### config.mk
export PLATFORM = sky130hd
export DESIGN_NAME = dmem_bank_access
export DESIGN_NICKNAME = d
export VERILOG_FILES = /design/src/rtl/dmem_pkg.sv /design/src/rtl/dmem_addr_resolve.sv /design/src/rtl/dmem_gpr_array.sv /design/src/rtl/dmem_status_unit.sv /design/src/rtl/dmem_bank_access.sv
export SDC_FILE = /design/constraint.sdc
export NUM_CORES = 1
export LEC_CHECK = 0
export BUFFER_PORTS_ARGS = -buffer_cell sky130_fd_sc_hd__buf_2
export CELL_PAD_IN_SITES_DETAIL_PLACEMENT = 0
export CELL_PAD_IN_SITES_GLOBAL_PLACEMENT = 2
export CORE_AREA = 4 4 231 233
export DETAILED_ROUTE_END_ITERATION = 6
export DIE_AREA = 0 0 235 237
export HOLD_SLACK_MARGIN = 0.03
export PLACE_DENSITY = 0.92
export RECOVER_POWER = 50
export REMOVE_ABC_BUFFERS = 1
export SETUP_SLACK_MARGIN = 0.15
export SLEW_MARGIN = 20
export SYNTH_ARGS = -nofsm -noshare
export SYNTH_HDL_FRONTEND = slang
export SYNTH_SLANG_ARGS = --single-unit
export TNS_END_PERCENT = 100
### constraint.sdc
create_clock -name clk -period 9.5 [get_ports clk]
set_input_delay 0.95 -clock clk [delete_from_list [all_inputs] [get_ports clk]]
set_output_delay 0.95 -clock clk [all_outputs]
set_load 0.01 [all_outputs]
### src/rtl/dmem_pkg.sv
package dmem_pkg;

  typedef enum logic [2:0] {
    TGT_NONE,
    TGT_NULL,
    TGT_STAT,
    TGT_PTR,
    TGT_GPR
  } tgt_e;

  localparam int unsigned STAT_LOC = 3;
  localparam int unsigned PTR_LOC  = 4;

  localparam int unsigned SB_WAKE = 7;
  localparam int unsigned SB_PAGE = 5;
  localparam int unsigned SB_TO   = 4;
  localparam int unsigned SB_PD   = 3;

endpackage

### src/rtl/dmem_addr_resolve.sv
module dmem_addr_resolve
  import dmem_pkg::*;
#(
  parameter int unsigned LOC_W    = 5,
  parameter int unsigned BANK_W   = 2,
  parameter int unsigned GPR_BASE = 8,
  parameter int unsigned IDX_W    = 7,
  localparam int unsigned ADDR_W  = LOC_W + BANK_W
) (
  input  logic [LOC_W-1:0]  loc,
  input  logic [ADDR_W-1:0] ptr,
  output tgt_e              kind,
  output logic [IDX_W-1:0]  idx
);

  localparam int unsigned HALF     = 1 << (LOC_W - 1);
  localparam int unsigned SHARED_N = HALF - GPR_BASE;

  logic [ADDR_W-1:0] eff;
  logic [LOC_W-1:0]  off;
  logic [BANK_W-1:0] bnk;

  always_comb begin
    eff  = (loc == '0) ? ptr : {ptr[ADDR_W-1:LOC_W], loc};
    off  = eff[LOC_W-1:0];
    bnk  = eff[ADDR_W-1:LOC_W];
    kind = TGT_NONE;
    idx  = '0;
    if (off[LOC_W-1]) begin
      kind = TGT_GPR;
      idx  = IDX_W'(SHARED_N) + IDX_W'({bnk, off[LOC_W-2:0]});
    end else if (off == '0) begin
      kind = TGT_NULL;
    end else if (off == LOC_W'(STAT_LOC)) begin
      kind = TGT_STAT;
    end else if (off == LOC_W'(PTR_LOC)) begin
      kind = TGT_PTR;
    end else if (off >= LOC_W'(GPR_BASE)) begin
      kind = TGT_GPR;
      idx  = IDX_W'(off - LOC_W'(GPR_BASE));
    end
  end

endmodule

### src/rtl/dmem_gpr_array.sv
module dmem_gpr_array #(
  parameter int unsigned DW    = 8,
  parameter int unsigned DEPTH = 72,
  parameter int unsigned IDX_W = 7
) (
  input  logic             clk,
  input  logic             we,
  input  logic [IDX_W-1:0] widx,
  input  logic [DW-1:0]    wdata,
  input  logic [IDX_W-1:0] ridx,
  output logic [DW-1:0]    rdata
);

  logic [DW-1:0] mem [DEPTH];

  always_ff @(posedge clk) begin
    if (we) begin
      mem[widx] <= wdata;
    end
  end

  assign rdata = mem[ridx];

endmodule

### src/rtl/dmem_status_unit.sv
module dmem_status_unit
  import dmem_pkg::*;
#(
  parameter int unsigned DW = 8
) (
  input  logic          clk,
  input  logic          rst_n,
  input  logic          wr_stb,
  input  logic [DW-1:0] wdata,
  input  logic          flags_vld,
  input  logic [2:0]    alu_flags,
  output logic [DW-1:0] status_q
);

  logic       wake_q, wake_d;
  logic       page_q, page_d;
  logic [2:0] flg_q,  flg_d;
  logic       sw_en, flg_en;

  always_comb begin
    sw_en  = wr_stb;
    flg_en = wr_stb | flags_vld;
    wake_d = wdata[SB_WAKE];
    page_d = wdata[SB_PAGE];
    flg_d  = flags_vld ? alu_flags : wdata[2:0];
  end

  always_ff @(posedge clk or negedge rst_n) begin
    if (!rst_n) begin
      wake_q <= 1'b0;
      page_q <= 1'b0;
      flg_q  <= '0;
    end else begin
      if (sw_en) begin
        wake_q <= wake_d;
        page_q <= page_d;
      end
      if (flg_en) begin
        flg_q <= flg_d;
      end
    end
  end

  always_comb begin
    status_q          = '0;
    status_q[SB_WAKE] = wake_q;
    status_q[SB_PAGE] = page_q;
    status_q[SB_TO]   = 1'b1;
    status_q[SB_PD]   = 1'b1;
    status_q[2:0]     = flg_q;
  end

endmodule

### src/rtl/dmem_bank_access.sv
module dmem_bank_access
  import dmem_pkg::*;
#(
  parameter int unsigned LOC_W    = 5,
  parameter int unsigned BANK_W   = 2,
  parameter int unsigned DW       = 8,
  parameter int unsigned GPR_BASE = 8
) (
  input  logic             clk,
  input  logic             rst_n,
  input  logic [LOC_W-1:0] rd_loc,
  input  logic [LOC_W-1:0] wr_loc,
  input  logic [DW-1:0]    wr_data,
  input  logic             wr_en,
  input  logic [2:0]       alu_flags,
  input  logic             flags_vld,
  output logic [DW-1:0]    rd_data,
  output logic [DW-1:0]    status_q,
  output logic [DW-1:0]    ptr_q
);

  localparam int unsigned ADDR_W = LOC_W + BANK_W;
  localparam int unsigned HALF   = 1 << (LOC_W - 1);
  localparam int unsigned NBANK  = 1 << BANK_W;
  localparam int unsigned DEPTH  = (HALF - GPR_BASE) + NBANK * HALF;
  localparam int unsigned IDX_W  = $clog2(DEPTH);

  logic rst_meta, rst_n_sync;

  always_ff @(posedge clk or negedge rst_n) begin
    if (!rst_n) begin
      rst_meta   <= 1'b0;
      rst_n_sync <= 1'b0;
    end else begin
      rst_meta   <= 1'b1;
      rst_n_sync <= rst_meta;
    end
  end

  logic [ADDR_W-1:0] ptr_r, ptr_d;
  logic              ptr_en;
  tgt_e              rkind, wkind;
  logic [IDX_W-1:0]  ridx, widx;
  logic [DW-1:0]     gpr_rd;
  logic              gpr_we, stat_we;

  dmem_addr_resolve #(
    .LOC_W(LOC_W), .BANK_W(BANK_W), .GPR_BASE(GPR_BASE), .IDX_W(IDX_W)
  ) u_rd_res (
    .loc(rd_loc), .ptr(ptr_r), .kind(rkind), .idx(ridx)
  );

  dmem_addr_resolve #(
    .LOC_W(LOC_W), .BANK_W(BANK_W), .GPR_BASE(GPR_BASE), .IDX_W(IDX_W)
  ) u_wr_res (
    .loc(wr_loc), .ptr(ptr_r), .kind(wkind), .idx(widx)
  );

  always_comb begin
    gpr_we  = wr_en && (wkind == TGT_GPR);
    stat_we = wr_en && (wkind == TGT_STAT);
    ptr_en  = wr_en && (wkind == TGT_PTR);
    ptr_d   = wr_data[ADDR_W-1:0];
  end

  dmem_gpr_array #(
    .DW(DW), .DEPTH(DEPTH), .IDX_W(IDX_W)
  ) u_gpr (
    .clk(clk), .we(gpr_we), .widx(widx), .wdata(wr_data),
    .ridx(ridx), .rdata(gpr_rd)
  );

  dmem_status_unit #(
    .DW(DW)
  ) u_stat (
    .clk(clk), .rst_n(rst_n_sync), .wr_stb(stat_we), .wdata(wr_data),
    .flags_vld(flags_vld), .alu_flags(alu_flags), .status_q(status_q)
  );

  always_ff @(posedge clk or negedge rst_n_sync) begin
    if (!rst_n_sync) begin
      ptr_r <= '0;
    end else if (ptr_en) begin
      ptr_r <= ptr_d;
    end
  end

  assign ptr_q = {{(DW-ADDR_W){1'b0}}, ptr_r};

  always_comb begin
    unique case (rkind)
      TGT_STAT: rd_data = status_q;
      TGT_PTR:  rd_data = ptr_q;
      TGT_GPR:  rd_data = gpr_rd;
      default:  rd_data = '0;
    endcase
  end

endmodule

==> results.txt, run 1 <==
result of the run: finished with violations
violated checks: max-capacitance violations, max-slew violations
proportion of synthesized flip-flops having asynchronous set or reset: 0.0237
warning count from the yosys run: 0
ratio of routed vias to standard cells: 6.47
total standard cell area after synthesis: 0.0249 mm2
type of the tightest min-delay check: input port to asynchronous set/reset pin
detailed placement HPWL: 43400 um
tightest slew margin relative to the limit: -1.54
endpoint required time on the critical path: 8.55 ns
maximum count of clock buffers along a single path: 3
Layout Skew: 0.0262 ns
std cell rows: 83
worst reg2reg path startpoint: ptr_r[3]
remaining global-route overflow: 0
number of enable flip-flop cells after synthesis: 576
detailed-route via count: 16200
number of antenna violations at the first check in global routing: 3
CP Class: input port to output port
sort of element at the end of the critical path: output port
die span in x: 235 um
overall die area: 0.0557 mm2
post-synthesis instance total: 1752
post-layout min period: 6.89 ns
Global Route Usage Sum: 0.253
TNS Setup: 0 ns
grt met2 use: 0.390
core area: 0.0512 mm2
share of the core filled with cells in the final layout: 0.534
global-route wire length before repair: 105000 um
maximum number of pins on one net before global-route repair: 150
Worst-Skew Late Latency: 0.63 ns
sort of element at the start of the critical path: input port
cell with the most instances after synthesis: edfxtp_1
setup violation total in the final timing report: 0
clock slew seen by the registers of the worst setup and hold paths: 0.06 ns
routed length per placed instance: 28.8 um
die span in y: 237 um
initial cell density of the core: 0.486
synthesized area per cell: 14.2 um2
deepest level of the CTS H-tree: 2
R2R setup slack: 5.19 ns
max-capacitance violation count: 8
area share of the leading cell type in the synthesized netlist: 0.695
start point of the critical path: rd_loc[0]
Fill cells: 4210
drt total wl: 72300 um
transition time at the pin with the least slew margin: 3.81 ns
starting DRC count in detailed routing: 2657
Clock Tree Root: clkbuf_16
number of global-route vias before repair: 15600
share of layout cells above drive strength 1: 0.115
number of clock buffers inserted by TritonCTS: 56
fin. max-slew vios: 596
CP arrival: 5.94 ns
most instantiated flip-flop cell in the synthesis netlist: edfxtp_1
CTS-repair resized insts: 0
cts-stage hold buffer count: 0
number of buffers added on ports: 44
peak supply drop: 0.178 mV
global-route track usage on met3: 0.0543
Fin. Hold Viols: 0
post-layout net count: 1813
static leakage: 9.01 nW
list of most frequent post-synthesis cells: edfxtp_1 (576), nand2_1 (231), nor2_1 (114), mux2i_1 (94), nand3_1 (84)
Tcrit/Tclk final: 0.725
share of synthesized area occupied by flip-flops and latches: 0.709
top cells by area in the synthesized netlist: edfxtp_1 (69%), mux2i_1 (3.8%), nand2_1 (3.5%), nor2_1 (1.7%), nand3_1 (1.7%)
area overhead of the layout relative to synthesis: 9.78%
DRC violation count after routing: 0
first-pass iteration count of the detailed router: 5
Most Crowded Layer GR: met2
met1 track demand over resource: 0.358
number of sinks handled by clock tree synthesis: 590
Post-CTS Setup Bufs: 0
RSZ-0062 raised after global routing: false
distinct cell type count after synthesis: 94
power density cells: 204 mW/mm2
total I/O pin count: 49
ANT nets after route: 0
final weighted congestion of routability-driven global placement: 0.898
largest fanout on the critical path: 149
post-synthesis sequential element count: 590
library cell occupying the most area in the post-synthesis netlist: edfxtp_1
peak clock frequency supported by timing: 145 MHz
CTS tree: built
number of inserted diodes: 0
-- power by group --
part           internal, mW  total (mW)  switching (mW)
Sequential             2.89        2.91          0.0247
Combinational         0.162       0.573           0.411
Clock                  1.14        2.09           0.951
Total                  4.19        5.58            1.39
-- layout make-up --
class                      instances  area (um2)  share of cell area
sequential                       590       17600               0.646
tap                              680         851              0.0311
inverter                          14        52.6             0.00192
clock inverter                    32         184             0.00673
clock buffer                      73        1510              0.0551
timing repair buffer              82         477              0.0174
multi-input combinational       1040        6610               0.242
-- worst max-delay path, cell delays in order --
cell and delay, ns:
buf_2 0.17, nor4_1 0.28, a21o_2 0.36, inv_1 0.28
ha_1 0.39, o31a_1 0.39, a31oi_4 0.23, buf_12 0.59
mux2i_1 0.30, mux2i_1 0.23, or2_2 0.33, a32o_1 0.25
nor4b_1 0.60, a211oi_1 0.22, buf_2 0.21
-- flip-flops by register name, indices dropped and copies added, names as in the netlist --
signal and count:
u_stat.page_q 1, rst_meta 1, u_stat.wake_q 1, rst_n_sync 1
ptr_r 7, u_gpr.mem 576, u_stat.flg_q 3
-- per-layer routing --
metal  wire (um)  part of all wire  vias up
li1            -                 -     6910
met1       28800              0.40     8155
met2       32900              0.46     1005
met3        7880              0.11      169
met4        2680             0.037        2
met5          17           0.00024        -
-- cells by family (layout without fill, tap and decap cells) --
family / count (synthesis) / count (layout) / share of synthesized area
muxes: 125 / 125 / 0.0532
xor gates and xnor gates: 1 / 1 / 0.000352
and+or+nand+nor: 526 / 526 / 0.0957
buffers and inverters: 125 / 201 / 0.0281
DFF: 590 / 590 / 0.709
adders and majority gates: 4 / 4 / 0.00201
other: 2 / 5 / 0.000302
AOI/OAI and AO/OA: 379 / 379 / 0.111
-- final timing paths --
path | to | depth (start not counted)
worst max-delay path | rd_data[4] | 15
worst min register to register | ptr_r[1] | 0
worst max register to register | u_gpr.mem[54][7] | 8
max in group asynchronous | ptr_r[5] | 0
worst min-delay path | rst_n_sync | 1
min in group clk | rst_n_sync | 0
-- cells in the final DEF, fill, tap and decap left out, types with 7 or more instances in the layout --
master,synthesis,layout
edfxtp_1,576,576
nand2_1,231,230
nor2_1,114,114
mux2i_1,94,94
nand3_1,84,84
a21oi_1,66,65
clkbuf_16,0,57
o21ai_0,40,40
buf_2,43,35
a211oi_1,31,31
clkbuf_1,32,31
buf_4,21,29
mux2_2,28,28
a31oi_1,27,27
a221oi_1,26,26
o211ai_1,24,24
nor3_1,22,22
and3_1,21,21
a22oi_1,20,20
o22ai_1,18,17
clkinv_1,0,14
dfrtp_1,14,14
inv_1,13,13
a311oi_1,13,13
clkinv_2,0,12
nor4_1,10,10
a32oi_1,9,9
a21o_1,9,8
o311ai_0,8,8
nor2b_1,7,7
-- per-stage QoR --
step | setup WS [ns] | total power, mW | cell area [um2] | cells | hold WS [ns]
floorplan | 2.54 | 3.25 | 24300 | 1644 | 0.147
global placement | 2.67 | 3.52 | 25700 | 2406 | 0.220
detailed placement | 2.65 | 3.53 | 25700 | 2406 | 0.215
CTS | 2.69 | 5.58 | 27400 | 2511 | 0.0838
global route | 2.36 | 5.74 | 27300 | 2511 | 0.0970
finish | 2.61 | 5.58 | 27300 | 2511 | 0.117
Power figures use the tool's default switching activity.
==> run 2, diff against run 1 <==
--- a/config.mk
+++ b/config.mk
@@ -8,11 +8,11 @@
 export BUFFER_PORTS_ARGS = -buffer_cell sky130_fd_sc_hd__buf_2
 export CELL_PAD_IN_SITES_DETAIL_PLACEMENT = 0
 export CELL_PAD_IN_SITES_GLOBAL_PLACEMENT = 2
-export CORE_AREA = 4 4 231 233
+export CORE_AREA = 4 4 252 254
 export DETAILED_ROUTE_END_ITERATION = 6
-export DIE_AREA = 0 0 235 237
+export DIE_AREA = 0 0 256 258
 export HOLD_SLACK_MARGIN = 0.03
-export PLACE_DENSITY = 0.92
+export PLACE_DENSITY = 0.83
 export RECOVER_POWER = 50
 export REMOVE_ABC_BUFFERS = 1
 export SETUP_SLACK_MARGIN = 0.15
==> constraint.sdc (replaced) <==
create_clock -name clk -period 6.2 [get_ports clk]
set_input_delay 0.62 -clock clk [delete_from_list [all_inputs] [get_ports clk]]
set_output_delay 0.62 -clock clk [all_outputs]
set_load 0.01 [all_outputs]
==> run 2 against run 1 <==
The flow still finishes with violations (max-capacitance violations, max-slew violations). Wire length up 5.0%. Worst hold slack better by 0.086 ns. Total power up 61%. Highest routed layer unchanged. Die area increased by 19%. Clock power up 71%. First-iteration DRC count is 22% lower. Sequential power is 54% higher. Largest power group unchanged. Critical path depth fell by 1.
==> results.txt, run 2 (synthesis gave the netlist of run 1 again) <==
post-layout net count: 1852 (+2.2%)
peak supply drop: 0.195 mV (+9.8%)
sort of element at the start of the critical path: flip-flop
detailed-route via count: 16300 (+0.41%)
sort of element at the end of the critical path: output port
die span in y: 258 um (+8.9%)
max-capacitance violation count: 8 (unchanged)
Clock Tree Root: clkbuf_16
area overhead of the layout relative to synthesis: 12.7%
total I/O pin count: 49 (unchanged)
fin. max-slew vios: 596 (unchanged)
remaining global-route overflow: 0 (unchanged)
number of buffers added on ports: 44 (unchanged)
global-route wire length before repair: 109000 um (+3.1%)
clock slew seen by the registers of the worst setup and hold paths: 0.06 ns (about the same)
final weighted congestion of routability-driven global placement: 0.910 (+1.3%)
first-pass iteration count of the detailed router: 6 (+1)
starting DRC count in detailed routing: 2064 (-22%)
DRC violation count after routing: 0 (unchanged)
ordered list of cells on the worst path: a21o_2, inv_1, ha_1, inv_1, o211ai_4, nand2_8, buf_4, mux2i_1, o22ai_1, a31oi_1, and4_1, nor4_1, buf_4, buf_2
Worst-Skew Late Latency: 0.62 ns (about the same)
static leakage: 9.30 nW (+3.3%)
largest fanout on the critical path: 47 (-68%)
slowest cell on the critical path: dfrtp_1
Fin. Hold Viols: 0 (unchanged)
worst reg2reg path startpoint: ptr_r[3]
initial cell density of the core: 0.406 (-0.0798)
Flop pwr share: 0.498 (-0.024)
Layout Skew: 0.0231 ns (-0.00304 ns)
area taken by flip-flops and latches: 0.0176 mm2 (unchanged)
combined area of the multi-input logic cells: 0.00662 mm2 (+0.13%)
deepest level of the CTS H-tree: 2 (unchanged)
total buffers and inverters traversed by the critical path: 5 (+1)
number of clock buffers inserted by TritonCTS: 58 (+3.6%)
RSZ-0062 raised after global routing: false
leading cell types in the layout, fill and taps excluded: edfxtp_1 (576), nand2_1 (230), nor2_1 (114), mux2i_1 (94), nand3_1 (84)
most flop-heavy register: u_gpr.mem
internal portion of total power: 6.78 mW (+62%)
tightest slew margin relative to the limit: -1.62 (-0.0824)
count of placed standard cells including taps: 2551 (+6.0%)
Global Route Usage Sum: 0.222 (-0.0317)
ratio of routed vias to standard cells: 6.13 (-5.3%)
CTS tree: built
transition time at the pin with the least slew margin: 3.93 ns (+0.124 ns)
Fill cells: 5415 (+29%)
switching power of the nets: 2.20 mW (+58%)
ANT nets after route: 0 (unchanged)
detailed placement HPWL: 47200 um (+8.7%)
delay of the slowest cell on the worst path: 0.47 ns (-0.13 ns)
routed length per placed instance: 28.5 um (-0.97%)
std cell rows: 91 (+9.6%)
violated checks: max-capacitance violations, max-slew violations
number of antenna violations at the first check in global routing: 5 (+2)
maximum count of clock buffers along a single path: 3 (unchanged)
power density cells: 320 mW/mm2 (+57%)
result of the run: finished with violations
largest registers: u_gpr.mem: 576 flops, ptr_r: 7 flops, u_stat.flg_q: 3 flops
CP Class: flip-flop to output port
post-layout min period: 5.84 ns
smallest setup slack after layout: 0.364 ns (-2.24 ns)
endpoint required time on the critical path: 5.58 ns (-2.97 ns)
post-placement setup slack: 0.262 ns (-2.38 ns)
final cell count without fillers: 2662 (+6.0%)
largest delay contributor family on the critical path: simple AND/OR/NAND/NOR gates
Tcrit/Tclk final: 0.941
setup violation total in the final timing report: 0 (unchanged)
R2R setup slack: 1.88 ns (-3.31 ns)
number of global-route vias before repair: 15500 (-0.63%)
commonest non-fill, non-tap cell in the layout: edfxtp_1
reg-to-reg endpoint: u_gpr.mem[17][1]
fraction of power spent switching nets: 0.245 (-0.00398)
overall die area: 0.0660 mm2 (+19%)
drt total wl: 75900 um (+5.0%)
Largest register FFs: 576 (unchanged)
number of sinks handled by clock tree synthesis: 590 (unchanged)
number of cells on the worst reg-to-reg path: 10 (+2)
CP arrival: 5.22 ns (-0.72 ns)
die span in x: 256 um (+8.9%)
share of layout cells above drive strength 1: 0.135 (+0.0207)
maximum number of pins on one net before global-route repair: 75 (-50%)
share of power burned in the clock network: 0.398 (+0.023)
type of the tightest min-delay check: flip-flop to asynchronous set/reset pin
part of the power in combinational logic: 0.104 (about the same)
core area: 0.0613 mm2 (+20%)
peak clock frequency supported by timing: 171 MHz
## run 2: cell count changes in the layout (fill, tap and decap cells not counted), sizes merged
cell	previous run	this run
buf	65	100
bufinv	1	8
clkinv	27	21
clkbuf	90	87
clkinvlp	2	5
diode	0	3
dlygate4sd3	0	1
nor2	117	118
## run 2: power by group through the flow
stage	clock network (mW)	logic [mW]	registers, mW
6_report	3.57	0.936	4.47
5_1_grt	3.77	0.983	4.47
4_1_cts	3.61	0.921	4.46
3_5_place_dp	0	0.915	4.54
3_3_place_gp	0	0.911	4.54
2_1_floorplan	0	0.456	4.53
## run 2: through the flow
stage | hold WS (ns) | TNS, ns | cell area (um2) | utilization | power, mW
finish | 0.203 | 0 | 28100 | 0.458 | 8.98
detailed placement | 0.218 | 0 | 26100 | 0.427 | 5.46
global route | 0.212 | 0 | 28000 | 0.458 | 9.22
CTS | 0.176 | 0 | 28100 | 0.458 | 8.99
floorplan | 0.147 | -0.284 | 24300 | - | 4.99
global placement | 0.208 | 0 | 26100 | 0.427 | 5.45
## run 2: worst max path at each step
| stage | from | endpoint | slack (ns) | cells past startpoint |
|---|---|---|---|---|
| final | ptr_r[4] | rd_data[2] | 0.36 | 14 |
| after global routing | ptr_r[3] | rd_data[2] | 0.21 | 15 |
| after CTS | ptr_r[3] | rd_data[4] | 0.31 | 15 |
| after detailed placement | rd_loc[0] | rd_data[4] | 0.26 | 16 |
| after global placement | rd_loc[0] | rd_data[4] | 0.32 | 16 |
| after floorplan | rd_loc[1] | rd_data[0] | -0.10 | 13 |
## run 2: what timing repair did
action | in CTS | in global routing
pin swaps | 0 | 2
hold endpoints to repair | 2 | 0
setup endpoints to repair | 1 | 2
hold buffers | 1 | 0
buffers inserted | 0 | 0
resized for setup | 1 | 1
gates cloned | 0 | 1
## run 2: layer usage
metal  wire (um)  global-route usage  vias to the layer above
met3        8930              0.0626                      161
met5          31                   0                        -
li1            -                   -                     6998
met4        2290              0.0673                        4
met2       34000               0.338                      979
met1       30600               0.311                     8165
## run 2: cell type report
type                            count  area share
Inverter                           14     0.00187
Clock inverter                     36      0.0142
Antenna cell                        3    0.000268
Clock buffer                       70      0.0541
Timing Repair Buffer              118      0.0294
Sequential cell                   590       0.629
Tap cell                          790      0.0352
Multi-Input combinational cell   1041       0.236
==> run 3, diff against run 2 <==
--- a/config.mk
+++ b/config.mk
@@ -8,11 +8,11 @@
 export BUFFER_PORTS_ARGS = -buffer_cell sky130_fd_sc_hd__buf_2
 export CELL_PAD_IN_SITES_DETAIL_PLACEMENT = 0
 export CELL_PAD_IN_SITES_GLOBAL_PLACEMENT = 2
-export CORE_AREA = 4 4 252 254
+export CORE_AREA = 3 3 254 256
 export DETAILED_ROUTE_END_ITERATION = 6
-export DIE_AREA = 0 0 256 258
+export DIE_AREA = 0 0 257 259
 export HOLD_SLACK_MARGIN = 0.03
-export PLACE_DENSITY = 0.83
+export PLACE_DENSITY = 0.82
 export RECOVER_POWER = 50
 export REMOVE_ABC_BUFFERS = 1
 export SETUP_SLACK_MARGIN = 0.15
==> run 3 against run 2 <==
The flow still finishes with violations (max-capacitance violations, max-slew violations). Worst hold slack lost 0.0038 ns. Clock-buffer cell count grew 5. Design area is essentially flat. Sequential share of layout area is essentially flat. First-iteration DRC count grew 11%. Critical path depth grew 2. Clock skew shrank 0.0061 ns. Clock power shrank 6.7%.
==> results.txt, run 3 (synthesis gave the netlist of run 1 again) <==
result of the run: finished with violations
violated checks: max-capacitance violations, max-slew violations
total I/O pin count: 49 (unchanged)
type of the tightest min-delay check: flip-flop to asynchronous set/reset pin
die span in x: 257 um (+0.39%)
endpoint required time on the critical path: 5.58 ns (about the same)
maximum number of pins on one net before global-route repair: 75 (unchanged)
Placement Cell Area: 0.0263 mm2 (+0.60%)
overall die area: 0.0666 mm2 (+0.78%)
peak clock frequency supported by timing: 169 MHz (-1.2%)
CP Class: flip-flop to output port
die span in y: 259 um (+0.39%)
DRC violation count after routing: 0 (unchanged)
CP arrival: 5.29 ns (+0.07 ns)
reg-to-reg endpoint: u_gpr.mem[17][6]
worst-case hold slack: 0.200 ns (-0.00378 ns)
CTS tree: built
smallest setup slack after layout: 0.291 ns (-0.0731 ns)
share of the core filled with cells in the final layout: 0.447 (-0.0108)
static leakage: 9.30 nW (about the same)
leading cell types in the layout, fill and taps excluded: edfxtp_1 (576), nand2_1 (230), nor2_1 (114), mux2i_1 (94), nand3_1 (84)
share of layout cells above drive strength 1: 0.139 (+0.00324)
worst reg2reg path startpoint: ptr_r[3]
number of cells on the worst reg-to-reg path: 10 (unchanged)
initial cell density of the core: 0.397 (-0.00958)
max-capacitance violation count: 8 (unchanged)
total buffers and inverters traversed by the critical path: 5 (unchanged)
post-placement setup slack: 0.475 ns (+0.213 ns)
Layout Skew: 0.0170 ns (-0.00611 ns)
power density cells: 312 mW/mm2 (-2.6%)
post-layout net count: 1863 (+0.59%)
Post-CTS Setup Bufs: 0 (unchanged)
Fin. Hold Viols: 0 (unchanged)
peak supply drop: 0.210 mV (+7.4%)
commonest non-fill, non-tap cell in the layout: edfxtp_1
Worst-Skew Late Latency: 0.63 ns (about the same)
fin. max-slew vios: 596 (unchanged)
starting DRC count in detailed routing: 2295 (+11%)
ratio of routed vias to standard cells: 6.01 (-1.9%)
sort of element at the end of the critical path: output port
clock slew seen by the registers of the worst setup and hold paths: 0.06 ns (about the same)
delay of the slowest cell on the worst path: 0.58 ns (+0.11 ns)
largest fanout on the critical path: 23 (-51%)
number of global-route vias before repair: 15800 (+1.9%)
largest delay contributor family on the critical path: compound AO/OA/AOI/OAI gates
number of clock buffers inserted by TritonCTS: 58 (unchanged)
drt total wl: 76700 um (+1.1%)
start point of the critical path: ptr_r[3]
routed length per placed instance: 28.1 um (-1.3%)
count of placed standard cells including taps: 2619 (+2.7%)
maximum count of clock buffers along a single path: 3 (unchanged)
sort of element at the start of the critical path: flip-flop
Total Power Consumption: 8.75 mW (-2.6%)
RSZ-0062 raised after global routing: true
transition time at the pin with the least slew margin: 3.94 ns (+0.0140 ns)
final weighted congestion of routability-driven global placement: 0.881 (-3.3%)
dominant cell type by count on the critical path: buf_4
Final Instance Area: 0.0281 mm2 (about the same)
R2R setup slack: 1.72 ns (-0.16 ns)
first-pass iteration count of the detailed router: 6 (unchanged)
std cell rows: 92 (+1.1%)
global-route wire length before repair: 111000 um (+2.4%)
deepest level of the CTS H-tree: 2 (unchanged)
tightest slew margin relative to the limit: -1.63 (-0.00935)
number of inserted diodes: 0 (-3)
area overhead of the layout relative to synthesis: 12.7% (about the same)
Global Route Usage Sum: 0.227 (+0.00486)
TNS Setup: 0 ns (unchanged)
most flop-heavy register: u_gpr.mem
setup violation total in the final timing report: 0 (unchanged)
number of antenna violations at the first check in global routing: 3 (-2)
ordered list of cells on the worst path: nor2b_1, a21o_1, inv_2, ha_1, a21o_1, o21a_1, nor2_8, buf_4, mux2i_1, o2111a_1, a2111oi_0, buf_4, nand2_1, a211oi_1, buf_4, buf_2
post-layout min period: 5.91 ns (+0.0731 ns)
Tcrit/Tclk final: 0.953 (+0.0118)
detailed-route via count: 16400 (+0.56%)
final cell count without fillers: 2729 (+2.5%)
ANT nets after route: 0 (unchanged)
Largest register FFs: 576 (unchanged)
largest registers: u_gpr.mem: 576 flops, ptr_r: 7 flops, u_stat.flg_q: 3 flops
Fill cells: 5591 (+3.3%)
number of buffers added on ports: 44 (unchanged)
slowest cell on the critical path: a2111oi_0
detailed placement HPWL: 47900 um (+1.5%)
core area: 0.0627 mm2 (+2.4%)
Clock Tree Root: clkbuf_16
number of sinks handled by clock tree synthesis: 590 (unchanged)
remaining global-route overflow: 0 (unchanged)
==> run 3: cell types whose count changed in the layout (fill, tap and decap cells not counted), sizes merged <==
cell      change
buf          +12
bufinv        -6
clkbuf        +5
clkinv        +5
clkinvlp      -2
diode         -3
inv           +1
nor2          -1
==> run 3: what timing repair did <==
| item | CTS | global route |
|---|---|---|
| hold buffers | 1 | 0 |
| hold endpoints to repair | 2 | 0 |
| resized for setup | 0 | 3 |
| endpoints found under the setup margin | 0 | 3 |
==> run 3: worst register-to-register path: stages, from the launching register on <==
cell	delay [ns]
dfrtp_1	0.49
a31oi_1	0.67
inv_1	0.31
ha_1	0.31
nor2b_1	0.15
or2_2	0.33
a32oi_1	0.23
inv_1	0.07
nor2_1	0.18
o211ai_1	0.47
nor2_1	0.91
==> run 3: layout make-up <==
class	count	area, um2	area share
flip-flops and latches	590	17600	0.629
multi-input cells	1040	6620	0.236
clock buffers	75	1540	0.0548
well taps	846	1060	0.0377
repair buffers	130	915	0.0326
clock inverters	34	229	0.00816
inverters	14	52.6	0.00187
==> run 3: layer usage <==
| metal | share of wire | track usage |
|---|---|---|
| met5 | 0.00031 | 0 |
| met4 | 0.035 | 0.0740 |
| met3 | 0.099 | 0.0447 |
| met2 | 0.45 | 0.352 |
| met1 | 0.42 | 0.321 |
==> run 3: how the worst max path moves through the flow <==
stage                             to  slack, ns  depth (start not counted)
after floorplan           rd_data[0]      -0.10                         13
after global placement    rd_data[2]       0.51                         16
after detailed placement  rd_data[4]       0.48                         17
after CTS                 rd_data[4]       0.31                         14
after global routing      rd_data[4]       0.08                         16
final                     rd_data[4]       0.29                         16
==> run 3: power breakdown <==
part / internal [mW] / switching [mW] / total [mW]
sequential: 4.43 / 0.0377 / 4.47
clock: 1.83 / 1.50 / 3.33
combinational: 0.288 / 0.662 / 0.950
total: 6.55 / 2.20 / 8.75
